`src/rtl/arb_pkg.sv`:
```
package arb_pkg;
  localparam int LEVEL_W = 2;
  typedef logic [LEVEL_W-1:0] level_t;
endpackage

```
`src/rtl/arb_elig.sv`:
```
module arb_elig
  import arb_pkg::*;
(
  input  level_t cpu_level,
  input  level_t dma_level,
  output logic   eligible
);
  // unsigned compare: equal levels qualify
  always_comb eligible = (dma_level >= cpu_level);
endmodule

```
`src/rtl/arb_pick.sv`:
```
module arb_pick #(
  parameter int N = 4
) (
  input  logic [N-1:0] cand,
  output logic [N-1:0] onehot,
  output logic         found
);
  // lowest index first
  always_comb begin
    logic seen;
    seen   = 1'b0;
    onehot = '0;
    for (int i = 0; i < N; i++) begin
      onehot[i] = cand[i] & ~seen;
      seen      = seen | cand[i];
    end
    found = seen;
  end
endmodule

```
`src/rtl/arb_chan_state.sv`:
```
module arb_chan_state #(
  parameter int N = 4
) (
  input  logic         clk,
  input  logic         rst_n,
  input  logic [N-1:0] launch,
  input  logic [N-1:0] desc_end,
  input  logic [N-1:0] desc_last,
  output logic [N-1:0] armed
);
  for (genvar i = 0; i < N; i++) begin : g_ch
    logic armed_q;
    always_ff @(posedge clk) begin
      if (!rst_n)                         armed_q <= 1'b0;
      else if (launch[i])                 armed_q <= 1'b1;
      else if (desc_end[i] && desc_last[i]) armed_q <= 1'b0;
    end
    assign armed[i] = armed_q;

    p_launch_arms_r5: assert property (@(posedge clk) disable iff (!rst_n)
      launch[i] |=> armed[i]);
    p_last_disarms_r5: assert property (@(posedge clk) disable iff (!rst_n)
      (desc_end[i] && desc_last[i] && !launch[i]) |=> !armed[i]);
  end
endmodule

```
`src/rtl/arb_irq.sv`:
```
module arb_irq #(
  parameter int N = 4
) (
  input  logic         clk,
  input  logic         rst_n,
  input  logic [N-1:0] desc_end,
  input  logic [N-1:0] desc_irq_en,
  input  logic         irq_ack,
  output logic         dma_irq
);
  logic set_req;
  always_comb set_req = |(desc_end & desc_irq_en);

  always_ff @(posedge clk) begin
    if (!rst_n)       dma_irq <= 1'b0;
    else if (set_req) dma_irq <= 1'b1;
    else if (irq_ack) dma_irq <= 1'b0;
  end

  p_irq_set_r9: assert property (@(posedge clk) disable iff (!rst_n)
    (|(desc_end & desc_irq_en)) |=> dma_irq);
  p_irq_clear_r10: assert property (@(posedge clk) disable iff (!rst_n)
    (irq_ack && !(|(desc_end & desc_irq_en))) |=> !dma_irq);
  p_irq_sticky_r9: assert property (@(posedge clk) disable iff (!rst_n)
    (dma_irq && !irq_ack) |=> dma_irq);
endmodule

```
`src/rtl/dma_cpu_arbiter.sv`:
```
module dma_cpu_arbiter #(
  parameter int NUM_CH = 4
) (
  input  logic                        clk,
  input  logic                        rst_n,
  input  logic [arb_pkg::LEVEL_W-1:0] cpu_level,
  input  logic [arb_pkg::LEVEL_W-1:0] dma_level,
  input  logic [NUM_CH-1:0]           ch_req,
  input  logic [NUM_CH-1:0]           ch_launch,
  input  logic [NUM_CH-1:0]           desc_end,
  input  logic [NUM_CH-1:0]           desc_last,
  input  logic [NUM_CH-1:0]           desc_irq_en,
  input  logic                        irq_pending,
  input  logic                        irq_ack,
  output logic                        dma_grant,
  output logic [NUM_CH-1:0]           dma_grant_ch,
  output logic                        cpu_grant,
  output logic                        irq_grant,
  output logic                        dma_irq,
  output logic [NUM_CH-1:0]           ch_armed
);
  import arb_pkg::*;

  logic              eligible;
  logic [NUM_CH-1:0] pick_oh;
  logic              pick_found;
  logic [NUM_CH-1:0] owner_q, owner_d;
  logic              owner_holds;

  arb_elig u_elig (
    .cpu_level (level_t'(cpu_level)),
    .dma_level (level_t'(dma_level)),
    .eligible  (eligible)
  );

  arb_chan_state #(.N(NUM_CH)) u_chan (
    .clk       (clk),
    .rst_n     (rst_n),
    .launch    (ch_launch),
    .desc_end  (desc_end),
    .desc_last (desc_last),
    .armed     (ch_armed)
  );

  arb_pick #(.N(NUM_CH)) u_pick (
    .cand   (ch_req & ch_armed),
    .onehot (pick_oh),
    .found  (pick_found)
  );

  arb_irq #(.N(NUM_CH)) u_irq (
    .clk         (clk),
    .rst_n       (rst_n),
    .desc_end    (desc_end),
    .desc_irq_en (desc_irq_en),
    .irq_ack     (irq_ack),
    .dma_irq     (dma_irq)
  );

  // owner keeps the path until its request falls
  always_comb begin
    owner_holds = |(owner_q & ch_req);
    if (owner_holds)                owner_d = owner_q;
    else if (eligible && pick_found) owner_d = pick_oh;
    else                            owner_d = '0;
  end

  always_ff @(posedge clk) begin
    if (!rst_n) owner_q <= '0;
    else        owner_q <= owner_d;
  end

  assign dma_grant_ch = owner_q;
  assign dma_grant    = |owner_q;
  assign cpu_grant    = ~dma_grant;
  assign irq_grant    = cpu_grant & irq_pending;

  p_new_grant_level_r2: assert property (@(posedge clk) disable iff (!rst_n)
    (dma_grant && (dma_grant_ch != $past(dma_grant_ch)))
      |-> $past(dma_level >= cpu_level));
  p_new_grant_armed_r5: assert property (@(posedge clk) disable iff (!rst_n)
    (dma_grant && (dma_grant_ch != $past(dma_grant_ch)))
      |-> (($past(ch_armed) & dma_grant_ch) != '0));
  p_grant_onehot_r6: assert property (@(posedge clk) disable iff (!rst_n)
    $onehot0(dma_grant_ch));
  p_hold_while_req_r7: assert property (@(posedge clk) disable iff (!rst_n)
    (|(dma_grant_ch & ch_req)) |=> (dma_grant_ch == $past(dma_grant_ch)));
  p_no_irq_under_dma_r4: assert property (@(posedge clk) disable iff (!rst_n)
    (|(owner_q & ch_req)) |=> !irq_grant);
endmodule

```
`config.mk`:
```
export PLATFORM = sky130hd
export DESIGN_NAME = dma_cpu_arbiter
export DESIGN_NICKNAME = d
export VERILOG_FILES = /design/src/rtl/arb_pkg.sv /design/src/rtl/arb_elig.sv /design/src/rtl/arb_pick.sv /design/src/rtl/arb_chan_state.sv /design/src/rtl/arb_irq.sv /design/src/rtl/dma_cpu_arbiter.sv
export SDC_FILE = /design/constraint.sdc
export NUM_CORES = 1
export LEC_CHECK = 0
export BUFFER_PORTS_ARGS = -buffer_cell sky130_fd_sc_hd__clkbuf_2
export CAP_MARGIN = 20
export CORE_UTILIZATION = 41
export CTS_CLUSTER_SIZE = 14
export DETAILED_ROUTE_END_ITERATION = 6
export GPL_TIMING_DRIVEN = 0
export PLACE_DENSITY_LB_ADDON = 0.08
export SLEW_MARGIN = 20
export SYNTH_ARGS = -nofsm -noshare
export SYNTH_HDL_FRONTEND = slang
export SYNTH_HIERARCHICAL = 1
export SYNTH_SLANG_ARGS = --single-unit
```
`constraint.sdc`:
```
create_clock -name clk -period 4.35 [get_ports clk]
set_input_delay 0.2175 -clock clk [delete_from_list [all_inputs] [get_ports clk]]
set_output_delay 0.2175 -clock clk [all_outputs]
set_load 0.005 [all_outputs]
```
# Word-level counts from Yosys, hierarchy flattened
# Cells that the tools add are included.
# word_totals
out_inout_bits	12
register_bits	9
elab_cells	45
# classes
n_reduce_logical	13
bitwise	14
order_cmp	1
muxes	11
# op_table
cell	count
$and A4 B4 Y4	3
$reduce_or A4 Y1	3
$mux W1	10
$reduce_bool A2 Y1	5
$logic_and A1 B1 Y1	5
$and A1 B1 Y1	4
$mux W4	1
$not A1 Y1	4
$or A1 B1 Y1	3
$ge A2 B2 Y1	1

# Depth between registers and ports, before layout
# Gate-level depths: netlist of run 1.
# logic_depth
depth_word	6
ltp_mapped	7

# Modules after synthesis
# The synthesis of run 1 kept the hierarchy.
# modules_own_cells
mod	cells_per_inst	area_per_inst_um2	instances	seq_area_each_um2
dma_cpu_arbiter	27	244.0	1	80.1
arb_chan_state	20	170.2	1	80.1
arb_irq	6	50.0	1	20.0
arb_elig	6	46.3	1	0.0
arb_pick	5	37.5	1	0.0

# Worst setup path after synthesis of run 1
# Ideal clock, no wire load.
# synth_path
path_kind	reg-to-reg
startpoint	reg u_chan.g_ch[0].armed_q
endpoint	reg owner_q[0] (netlist: dma_grant_ch[0])
synth_period_minus_slack_ns	1.469
slack_ns	2.881
path_stages_with_launch	7
arrival_ns	1.349
path_cell_list	dfxtp_1 buf_4 and2_1 or4_1 and3_1 nand2_1 mux2i_1
# synth_between
elab_chain_len	6
# synth_lines
element	line	text
start, declared	arb_chan_state.sv:12	logic armed_q;
start signal, assigned	arb_chan_state.sv:14	if (!rst_n) armed_q <= 1'b0;
start signal, assigned	arb_chan_state.sv:15	else if (launch[i]) armed_q <= 1'b1;
start signal, assigned	arb_chan_state.sv:16	else if (desc_end[i] && desc_last[i]) armed_q <= 1'b0;
$and A4 B4 Y4	dma_cpu_arbiter.sv:46	.cand (ch_req & ch_armed),
$or A1 B1 Y1 (3 in series)	arb_pick.sv:15	seen = seen | cand[i];
via pick_found	dma_cpu_arbiter.sv:26	logic pick_found;
$logic_and A1 B1 Y1	dma_cpu_arbiter.sv:64	else if (eligible && pick_found) owner_d = pick_oh;
$mux W4	dma_cpu_arbiter.sv:64	
end signal, assigned	dma_cpu_arbiter.sv:70	else owner_q <= owner_d;
end, declared	dma_cpu_arbiter.sv:27	logic [NUM_CH-1:0] owner_q, owner_d;
# The timed path passes the listed nets, and every way through them passes these cells.
# A chain may end at the register's enable or synchronous reset.

# Worst setup path after layout of run 1
# Ends and elaborated chain as after synthesis.

==> flow_metrics.tcl, run 1 <==
set metrics [dict create \
    cp.depth 6 \
    finalNonFillerCells 121 \
    cts-root-buf "clkbuf_4" \
    leakage_nw 0.429 \
    io_buffers 39 \
    seq_area_frac_synth_pct 32.9 \
    setup_viol 0 \
    synth_mux_area_share_pct 7.31 \
    routed_via_density 4.80 \
    crit_family "simple AND/OR/NAND/NOR gates" \
    diodes 0 \
    slew_headroom_pct 79.3 \
    die_y_um 38.6 \
    final_common_cell "clkbuf_2" \
    synthToLayoutAreaGrowth_pct 43.6 \
    rrSetupSlack_ns 2.80 \
    min_path_type "in -> reg" \
    row_count 12 \
    cts_inserted_buffers 3 \
    grt_pass1_wl_um 1750 \
    fin_util_pct 67.2 \
    firstDrtPassIters 4 \
    clock_latency_ns 0.25 \
    yosys.area_share.xor_xnor_pct 0 \
    drive_above_1_share_pct 47.7 \
    wl_per_cell_um 9.23 \
    rsz0062_at_grt "false" \
    ctsResizeCount 0 \
    fp.coreArea_sq_um 1170 \
    setup_ws_ns 2.80 \
    r2r_start "u_chan/g_ch[0].armed_q" \
    syn_area_per_cell_sq_um 8.56 \
    crit_type "reg -> reg" \
    endpoint "dma_grant_ch[0]" \
    cts_setup_buffers 0 \
    max-vdd-ir-drop_v 0.000140 \
    synth_cells 64 \
    place_inst 117 \
    dr_total_vias 581 \
    layout_common_cells "clkbuf_2, nand2_1, dfxtp_1" \
    hold_buffers 0 \
    yosysUniqueCellTypes 20 \
    rr_endpoint "dma_grant_ch[0]" \
    worstPathCellList "buf_4, and2_1, or4_1, and3_1, nand2_1, mux2i_1" \
    tightest_slew_ns 0.310 \
    hold_viol_final 0 \
    status "finished clean" \
    dieArea_sq_um 1490 \
    worstSetupStartpoint "u_chan/g_ch[0].armed_q" \
    hpwl_um 969 \
    floorplan.die.width_um 38.6 \
    arrival_ns 1.69 \
    place_ws_ns 2.80 \
    fin_crit_sh_pct 35.7 \
    gp_congestion 0.712 \
    clk_pin_slew_worst_paths_ns 0.06 \
    power_density_nw_per_um2 250 \
    overflow 0 \
    syn_area_sq_um 548 \
    drc 0 \
    initial_core_util_pct 46.8 \
    globalRouteTotalUtil_pct 17.0 \
    final_net_count 138 \
    synth_compound_area_share_pct 17.1 \
    yosys.area.top_type_share_pct 32.9 \
    critPathMaxFanout 5 \
    final.setup.tns_ns 0 \
    drv_slew 0 \
    max_stage_delay_ns 0.50 \
    cts_htree_levels 1 \
    finalWirelength_um 1120 \
    endpoint_kind "register" \
    rr_worst_depth 6 \
    fin_skew_ns 0.00103 \
    cts_tree "done" \
    synth_area_leaders "dfxtp_1, mux2i_1, buf_4" \
    synth_adder_area_share_pct 4.57 \
    syn-num-nets 94 \
    clock_sinks 9 \
    cp-start-kind "register" \
    ant_nets 0 \
    holdWs_ns 0.148 \
    critPathBufInv 1 \
    required_ns 4.49 \
    io_pins 40 \
    antenna_found_initial 0 \
    synth_top_family_by_area "simple AND/OR/NAND/NOR gates" \
    critPathSlowestCell "or4_1" \
    clock_tree.buffer_depth 2 \
    finalCriticalPeriod_ns 1.55 \
    maxCapViolations 0 \
    grt_max_degree 11 \
    ys_warn_count 6 \
    drt-initial-drc-count 8 \
    ys_ff_latch 9 \
    fmax_mhz 645 \
    yosys.area.top_type "dfxtp_1" \
    yosys.area_share.simple_pct 25.8 \
    grt_pass1_vias 466 \
]
[power by group]
group	switching (mW)	internal, mW
Sequential	0.00279	0.0866
Combinational	0.0176	0.0259
Clock	0.0286	0.0353
[worst register-to-register path, cell delays in order, from the launching register on]
cell and delay, ns:
dfxtp_1 0.31, buf_4 0.13, and2_1 0.17, or4_1 0.50
and3_1 0.19, nand2_1 0.08, mux2i_1 0.06
[Yosys cell counts]
library cell / count
inv_1: 8
and2_1: 5
buf_4: 5
nand2_2: 1
dfxtp_1: 9
a22oi_2: 2
nor2b_1: 1
mux2i_1: 4
nor3b_1: 1
o21ai_1: 4
nor4b_1: 1
a31oi_1: 5
or4_1: 1
ha_1: 2
and3_1: 1
nor4_4: 1
a222oi_1: 1
nand2b_1: 2
nand2_1: 9
a21o_1: 1
[worst min path at each step]
| stage | start | to | slack, ns | depth (start not counted) |
|---|---|---|---|---|
| after global placement | desc_last[2] | u_chan/g_ch[2].armed_q | 0.41 | 2 |
| final | desc_last[1] | u_chan/g_ch[1].armed_q | 0.15 | 2 |
| after CTS | desc_last[1] | u_chan/g_ch[1].armed_q | 0.14 | 2 |
| after detailed placement | desc_last[1] | u_chan/g_ch[1].armed_q | 0.41 | 2 |
| after floorplan | desc_last[0] | u_chan/g_ch[0].armed_q | 0.33 | 1 |
| after global routing | desc_last[1] | u_chan/g_ch[1].armed_q | 0.14 | 2 |
[logic make-up (layout without fill, tap and decap cells)]
family	after synthesis	count (layout)
simple gates	23	23
mux	4	4
fa+ha+maj	2	2
buf+inv	13	56
compound gates	13	13
flops	9	9
[layer usage]
| metal | global-route usage, % | up-vias | wire [um] |
|---|---|---|---|
| met2 | 31.7 | 29 | 579 |
| met5 | 0 | - | 0 |
| met3 | 5.23 | 0 | 80 |
| met4 | 5.17 | 0 | 0 |
| li1 | - | 303 | - |
| met1 | 17.8 | 249 | 456 |
[cell type report]
| class | instances | area (sq um) |
|---|---|---|
| sequential | 9 | 180 |
| inverter | 8 | 30.0 |
| timing repair buffer | 39 | 195 |
| buffer | 5 | 37.5 |
| clock buffer | 4 | 26.3 |
| multi-input combinational | 42 | 300 |
| fill | 119 | 384 |
| tap | 14 | 17.5 |
[flip-flops by register name, summed over array words and instances, names as in the netlist]
name	flops
dma_grant_ch	4
u_chan/g_ch.armed_q	4
u_irq/dma_irq	1
[stage by stage]
stage	area [sq um]	power, mW
floorplan	548	0.112
global placement	761	0.134
detailed placement	761	0.135
CTS	787	0.200
global route	787	0.210
finish	787	0.197
No activity file was read; power rests on OpenSTA's default activity.
==> run 2, diff against run 1 <==
--- a/config.mk
+++ b/config.mk
@@ -7,7 +7,7 @@
 export LEC_CHECK = 0
 export BUFFER_PORTS_ARGS = -buffer_cell sky130_fd_sc_hd__clkbuf_2
 export CAP_MARGIN = 20
-export CORE_UTILIZATION = 41
+export CORE_UTILIZATION = 38
 export CTS_CLUSTER_SIZE = 14
 export DETAILED_ROUTE_END_ITERATION = 6
 export GPL_TIMING_DRIVEN = 0
==> constraint.sdc (replaced) <==
create_clock -name clk -period 1.54 [get_ports clk]
set_input_delay 0.077 -clock clk [delete_from_list [all_inputs] [get_ports clk]]
set_output_delay 0.077 -clock clk [all_outputs]
set_load 0.005 [all_outputs]
==> run 2 against run 1 <==
Against the previous run: the flow now finishes with violations (hold timing); die area is 7.5% higher; first-iteration DRC count is 88% lower; clock power rose to 2.9 times the previous value; sequential share of layout area down 0.99 points; hold slack lost 0.15 ns; sequential power rose to 2.8 times the previous value; count of clock-buffer cells in the layout did not move; via count rose by 2.2%; design area is 5.2% higher; combinational power increased to 3.1 times the previous value; clock skew is 0.0061 ns higher; critical path type unchanged.
==> flow_metrics.tcl, run 2 (synthesized netlist as in run 1, its figures left out) <==
set metrics [dict create \
    final.setup.tns_ns 0 \
    hold_viol_final 1 \
    violations "hold timing" \
    placed_area_sq_um 762 \
    fp.coreArea_sq_um 1320 \
    fillCellCount 131 \
    firstDrtPassIters 4 \
    setup_viol 0 \
    fin_skew_ns 0.00715 \
    switching_share_pct 25.5 \
    io_buffers 39 \
    netSwitchingPower_mw 0.147 \
    floorplan.die.width_um 40.0 \
    cts_tree "done" \
    grt_max_degree 11 \
    rsz0062_at_grt "false" \
    row_count 13 \
    drt-initial-drc-count 1 \
    power_frac_comb_pct 23.7 \
    fmax_mhz 670 \
    die_y_um 40.0 \
    hpwl_um 998 \
    ant_nets 0 \
    final_area_sq_um 828 \
    maxCapViolations 0 \
    min_path_type "in -> reg" \
    globalRouteTotalUtil_pct 17.1 \
    place_ws_ns -0.00523 \
    fin_util_pct 62.9 \
    cp-start-kind "register" \
    max-vdd-ir-drop_v 0.000412 \
    internal_power_mw 0.429 \
    dr_total_vias 594 \
    crit_type "reg -> reg" \
    required_ns 1.69 \
    cts_inserted_buffers 3 \
    dieArea_sq_um 1600 \
    power_density_nw_per_um2 695 \
    status "finished, violations left" \
    finalWirelength_um 1190 \
    io_pins 40 \
    clk_pin_slew_worst_paths_ns 0.06 \
    diodes 0 \
    antenna_found_initial 0 \
    initial_core_util_pct 41.6 \
    finalCriticalPeriod_ns 1.49 \
    cts-root-buf "clkbuf_4" \
    slew_headroom_pct 81.0 \
    fin_crit_sh_pct 96.9 \
    arrival_ns 1.64 \
    p_clk_share_pct 32.3 \
    grt_pass1_vias 481 \
    gp_congestion 0.615 \
    final_net_count 140 \
    endpoint_kind "register" \
    cts_htree_levels 1 \
    leakage_nw 0.441 \
    wl_per_cell_um 9.60 \
    setup_ws_ns 0.0477 \
    seq_power_share_pct 44.0 \
    clock_sinks 9 \
    overflow 0 \
    clock_tree.buffer_depth 2 \
    drc 0 \
    routed_via_density 4.79 \
    drv_slew 0 \
    grt_pass1_wl_um 1740 \
    critPathMaxFanout 4 \
    drive_above_1_share_pct 53.2 \
    holdWs_ns -0.00158 \
    layout_common_cells "clkbuf_2, inv_1, dfxtp_1" \
    final_common_cell "clkbuf_2" \
    clock_latency_ns 0.26 \
    synthToLayoutAreaGrowth_pct 51.1 \
    tightest_slew_ns 0.281 \
]
## run 2: repair_timing
action                                  4_1_cts  5_1_grt
setup buffers                                 0        0
endpoints found under the hold margin         1        1
hold buffers                                  1        1
resized for setup                             1        6
gates cloned                                  0        0
pin swaps                                     0        1
endpoints found under the setup margin        4        4
## run 2: worst max-delay path, cell delays in order, from the launching register on
cell	delay, ns
dfxtp_2	0.32
buf_4	0.13
and2_4	0.13
or4_4	0.51
and3_4	0.18
nand2_1	0.06
mux2i_1	0.05
## run 2: final timing paths
path | start | endpoint | slack, ns | depth (start not counted)
worst max-delay path | u_chan/g_ch[3].armed_q | dma_grant_ch[3] | 0.05 | 6
worst min-delay path | desc_last[3] | u_chan/g_ch[3].armed_q | -0.002 | 2
worst min register to register | u_irq/dma_irq | u_irq/dma_irq | 0.49 | 2
worst max register to register | u_chan/g_ch[3].armed_q | dma_grant_ch[3] | 0.05 | 6
## run 2: final cells by class
class	count	area, sq um	area share, %
sequential	9	181	21.9
tap	15	18.8	2.27
clock buffer	4	26.3	3.17
inverter	8	30.0	3.63
multi-input combinational	42	319	38.5
buffer	5	37.5	4.53
timing repair buffer	41	215	26.0
## run 2: routing by layer
layer / GRT usage (%) / vias up / part of all wire, %
met4: 12.9 / 0 / 1.7
met1: 17.1 / 251 / 42
li1: - / 311 / -
met2: 29.4 / 28 / 50
met5: 0 / - / 0
met3: 5.00 / 4 / 7.1
## run 2: per-stage QoR
step	power [mW]	std cells
final	0.575	124
after floorplan	0.318	64
after CTS	0.575	123
after detailed placement	0.383	118
after global placement	0.380	118
after global routing	0.619	124
## run 2: power by group through the flow
| stage | Sequential (mW) | Combinational (mW) | Clock, mW |
|---|---|---|---|
| 3_3_place_gp | 0.258 | 0.122 | 0 |
| 3_5_place_dp | 0.258 | 0.125 | 0 |
| 2_1_floorplan | 0.257 | 0.0607 | 0 |
| 4_1_cts | 0.253 | 0.129 | 0.192 |
| 5_1_grt | 0.255 | 0.154 | 0.210 |
| 6_report | 0.253 | 0.136 | 0.186 |
